[config.mk]
export PLATFORM = sky130hd
export DESIGN_NAME = pwm_pair_tick_div
export DESIGN_NICKNAME = d
export VERILOG_FILES = /design/src/rtl/pwm_pair_tick_div.sv
export SDC_FILE = /design/constraint.sdc
export NUM_CORES = 1
export LEC_CHECK = 0
export BUFFER_PORTS_ARGS = -buffer_cell sky130_fd_sc_hd__buf_2
export CORE_MARGIN = 8
export CORE_UTILIZATION = 36
export CTS_CLUSTER_SIZE = 20
export DETAILED_ROUTE_END_ITERATION = 12
export HOLD_SLACK_MARGIN = 0.03
export SLEW_MARGIN = 20
export SYNTH_ARGS = -nofsm -noshare
export SYNTH_HDL_FRONTEND = slang
export SYNTH_SLANG_ARGS = --single-unit
export TNS_END_PERCENT = 20
[constraint.sdc]
create_clock -name clk -period 2.4 [get_ports clk]
set_clock_uncertainty 0.1 [all_clocks]
set_input_delay 0.48 -clock clk [delete_from_list [all_inputs] [get_ports clk]]
set_output_delay 0.48 -clock clk [all_outputs]
set_load 0.02 [all_outputs]
[src/rtl/pwm_pair_tick_div.sv]
module pwm_pair_tick_div #(
  parameter int DIV_W = 8,
  parameter int EXP_W = 4,
  parameter int SEL_W = 2
) (
  input  logic             clk,
  input  logic             rst_n,
  input  logic             osc_pulse,
  input  logic             bus_pulse,
  input  logic             cfg_we,
  input  logic [SEL_W-1:0] cfg_src,
  input  logic [EXP_W-1:0] cfg_exp,
  input  logic             gate_we,
  input  logic [1:0]       gate_wdata,
  output logic [1:0]       tick,
  output logic [SEL_W-1:0] src_q,
  output logic [EXP_W-1:0] exp_q
);
  localparam int MW = DIV_W + 1;
  localparam logic [EXP_W-1:0] EXP_MAX = EXP_W'(DIV_W);
  localparam logic [MW-1:0] ONE_W = MW'(1);

  logic [SEL_W-1:0] src_r;
  logic [EXP_W-1:0] exp_r;
  logic [1:0]       gate_r;
  logic [DIV_W-1:0] cnt;
  logic             div_tick;

  wire             cfg_take    = cfg_we && (gate_r == 2'b00);
  wire [EXP_W-1:0] exp_clamped = (cfg_exp > EXP_MAX) ? EXP_MAX : cfg_exp;
  wire             sel_pulse   = (src_r == '0) ? osc_pulse : bus_pulse;
  wire [DIV_W-1:0] cnt_nxt     = cnt + DIV_W'(1);
  wire [MW-1:0]    mask_w      = (ONE_W << exp_r) - ONE_W;
  wire             wrap        = ((cnt_nxt & mask_w[DIV_W-1:0]) == '0);

  always_ff @(posedge clk) begin
    if (!rst_n) begin
      src_r    <= '0;
      exp_r    <= '0;
      gate_r   <= 2'b00;
      cnt      <= '0;
      div_tick <= 1'b0;
    end else begin
      if (gate_we) gate_r <= gate_wdata;
      if (cfg_take) begin
        src_r    <= cfg_src;
        exp_r    <= exp_clamped;
        cnt      <= '0;
        div_tick <= 1'b0;
      end else if (sel_pulse) begin
        cnt      <= cnt_nxt;
        div_tick <= wrap;
      end else begin
        div_tick <= 1'b0;
      end
    end
  end

  assign tick  = {2{div_tick}} & gate_r;
  assign src_q = src_r;
  assign exp_q = exp_r;


  reset_clears_chk: assert property (@(posedge clk)
    !rst_n |=> (tick == 2'b00 && src_q == '0 && exp_q == '0));


  osc_only_chk: assert property (@(posedge clk) disable iff (!rst_n)
    (src_q == '0 && !osc_pulse) |=> !div_tick);


  passthru_chk: assert property (@(posedge clk) disable iff (!rst_n)
    (exp_q == '0 && sel_pulse && !cfg_take) |=> div_tick);


  exp_bound_chk: assert property (@(posedge clk) disable iff (!rst_n)
    exp_q <= EXP_MAX);


  cfg_drop_chk: assert property (@(posedge clk) disable iff (!rst_n)
    cfg_take |=> !div_tick);


  cfg_lock_chk: assert property (@(posedge clk) disable iff (!rst_n)
    (cfg_we && gate_r != 2'b00) |=> ($stable(src_q) && $stable(exp_q)));


  single_tick_chk: assert property (@(posedge clk) disable iff (!rst_n)
    (div_tick && exp_q != '0) |=> !div_tick);
endmodule

==> impl_metrics.yaml <==
clock_network:
  cts.repair.resized: 0
  post_cts_buffers: 0
  clk_latency_ns: 0.30
  clk_pin_slew_ns: 0.10
  hold_buffers: 0
  cts_buffer_depth: 2
  cts_tree: "yes"
  h-tree-depth: 1
  cts_sinks: 17
  root_buffer: "clkbuf_4"
  cts_buffers: 3
critical_path:
  critPathKind: "reg2reg"
  worstPathMaxFanout: 9
  critPathLaunchType: "flop"
  crit_required_ns: 2.52
  critical_path_arrival_ns: 2.26
  endpoint_kind: "flop"
floorplanning:
  die_y_um: 68.17
  die_w_um: 68.17
  start_util_pct: 36.80
  ios: 22
  fp.dieArea_sq_um: 4646
  core_sq_um: 2663
  rows: 19
routing:
  post-route-drc-count: 0
  ant_nets: 0
  vias: 905
  first_pass_iters: 4
  drt-total-wl_mm: 2.263
  vias_per_cell: 5.262
  drtIter0Drc: 30
  wl_per_cell_um: 13.16
synthesis:
  syn_inst: 120
  synth_top_cell_by_area: "dfxtp_1"
  synth_top_area_share_pct: 34.74
  synth_edf_count: 0
  ys_ff_latch: 17
  synth.distinct_cells: 36
  syn_nets: 136
  netlist_top_cells_area: "dfxtp_1 (35%), xnor2_1 (6.3%), nand2_1 (5.4%)"
  ys_warn_count: 0
  yosys.area_share.simple_pct: 28.22
  syn_area_sq_um: 979.7
  avgSynthCellArea_sq_um: 8.164
  yosys_most_used_dff: "dfxtp_1"
  synth_top_family_by_area: "simple AND/OR/NAND/NOR gates"
  synthXorXnorAreaFrac_pct: 9.834
  synth_compound_gate_area_share_pct: 18.01
  ys_seq_area_share_pct: 34.74
  async_flop_share_pct: 0
  synth_fa_ha_area_share_pct: 2.554
  synthMuxAreaShare_pct: 2.043
pwr:
  power_frac_seq_pct: 54.4
  combPwrFrac_pct: 17.7
  power_density_nw_per_um2: 505.6
  power.internal_uw: 400.8
  power_leakage_uw: 0.0004279
  clkPwrFrac_pct: 28.0
  switching_share_pct: 29.75
  total_power_uw: 570.6
  ir_worst_vdd_mv: 0.4719
  p_sw_uw: 169.7
sta:
  setup_viol: 0
  maxSlewHeadroom_pct: 61.28
  hold_violations: 0
  slew_viol_final: 0
  max_clock_freq_mhz: 468.1
  period_share_pct: 89.02
  tightest_slew_ns: 0.5747
  fin_setup_tns_ns: 0
  rsz0062_at_grt: "false"
  fin_crit_ns: 2.136
worst_hold_path:
  hold_class: "in2reg"
global_route:
  grt_pass1_wl_mm: 3.843
  antenna_found_initial: 0
  overflow: 0
  grt_max_degree: 11
  track_usage_pct: 10.86
  first_global_vias: 870
placed_design:
  port_buffers: 21
  gp_congestion: 0.8146
  dp_hpwl_mm: 1.805
layout:
  final_cell_mix: "buf_2 (21), dfxtp_1 (17), nand2_1 (14), nor2_1 (13), a21oi_1 (8)"
  area_growth_pct: 15.20
  nNetsFinal: 158
  final_common_cell: "buf_2"
  diodes: 0
  drive_above_1_share_pct: 21.99
status:
  status: "complete, no violations"
run:
  max_cap_viol_count: 0
[critical path, stage by stage, from the launching register on]
cell and delay, ns:
dfxtp_1 0.41, or4_4 0.56, ha_1 0.26, and2_1 0.17, o211ai_1 0.19, a211oi_1 0.12, nor4_2 0.26
[metrics by stage]
step | utilization (%) | cells | cell area (sq um) | hold WS [ns] | worst slack, ns
4_1_cts | 42.39 | 172 | 1129 | 0.2994 | 0.2647
6_report | 42.39 | 172 | 1129 | 0.3108 | 0.2635
2_1_floorplan | - | 120 | 979.7 | 0.3861 | 0.2866
5_1_grt | 42.39 | 172 | 1129 | 0.2816 | 0.1765
3_3_place_gp | 41.35 | 168 | 1101 | 0.4000 | 0.3915
3_5_place_dp | 41.35 | 168 | 1101 | 0.4085 | 0.2915
[cells in the mapped netlist, drive strengths merged (2+ instances only)]
library cell	count
ha	2
dfxtp	17
buf	2
o21ai	4
nand4	2
inv	3
nand3b	3
a211oi	5
o211ai	4
clkbuf	3
nand2	14
nor3b	2
mux2i	2
or4	2
xnor2	7
a21oi	9
and3	2
and2	3
nor2	13
xor2	4
nand3	5
[final timing paths]
| kind | startpoint | to | slack, ns | depth (start not counted) |
|---|---|---|---|---|
| setup / recovery | exp_q[2] | div_tick | 0.26 | 6 |
| hold / removal | cfg_src[0] | src_q[0] | 0.31 | 3 |
| setup reg to reg | exp_q[2] | div_tick | 0.26 | 6 |
| hold reg to reg | src_q[0] | src_q[0] | 0.42 | 2 |
[power groups by stage]
| stage | combinational (uW) | sequential, uW | clock, uW |
|---|---|---|---|
| final | 101 | 310 | 160 |
| after global routing | 112 | 313 | 180 |
| after CTS | 101 | 310 | 163 |
| after detailed placement | 101 | 317 | 0 |
| after global placement | 99.8 | 315 | 0 |
| after floorplan | 67.3 | 316 | 0 |
[flip-flops by register name, indices dropped and copies added, names as in the netlist]
signal	count
div_tick	1
cnt	8
src_q	2
exp_q	4
gate_r	2
[layout make-up]
type,count,area (sq um)
Fill cell,283,1534
Timing Repair Buffer,22,112.6
Inverter,4,15.01
Clock buffer,3,22.52
Multi-Input combinational cell,94,594.3
Clock inverter,1,5.005
Tap cell,31,38.79
Sequential cell,17,340.3
[cells by family (layout without fill, tap and decap cells)]
group / Yosys count / in the layout
buffers and inverters: 9 / 30
flip-flops: 17 / 17
AO/OA/AOI/OAI: 27 / 27
adder cells (fa/ha/maj): 2 / 2
XOR/XNOR: 11 / 11
multiplexers: 2 / 2
AND/OR/NAND/NOR: 52 / 52
[layer usage]
| layer | share of wire [%] | GRT usage (%) | vias up |
|---|---|---|---|
| met5 | 0 | 0 | - |
| met4 | 0.93 | 3.836 | 0 |
| met3 | 4.9 | 4.419 | 2 |
| met2 | 46 | 17.12 | 17 |
| met1 | 48 | 13.05 | 416 |
| li1 | - | - | 470 |
(Power assumes the default switching activity.)
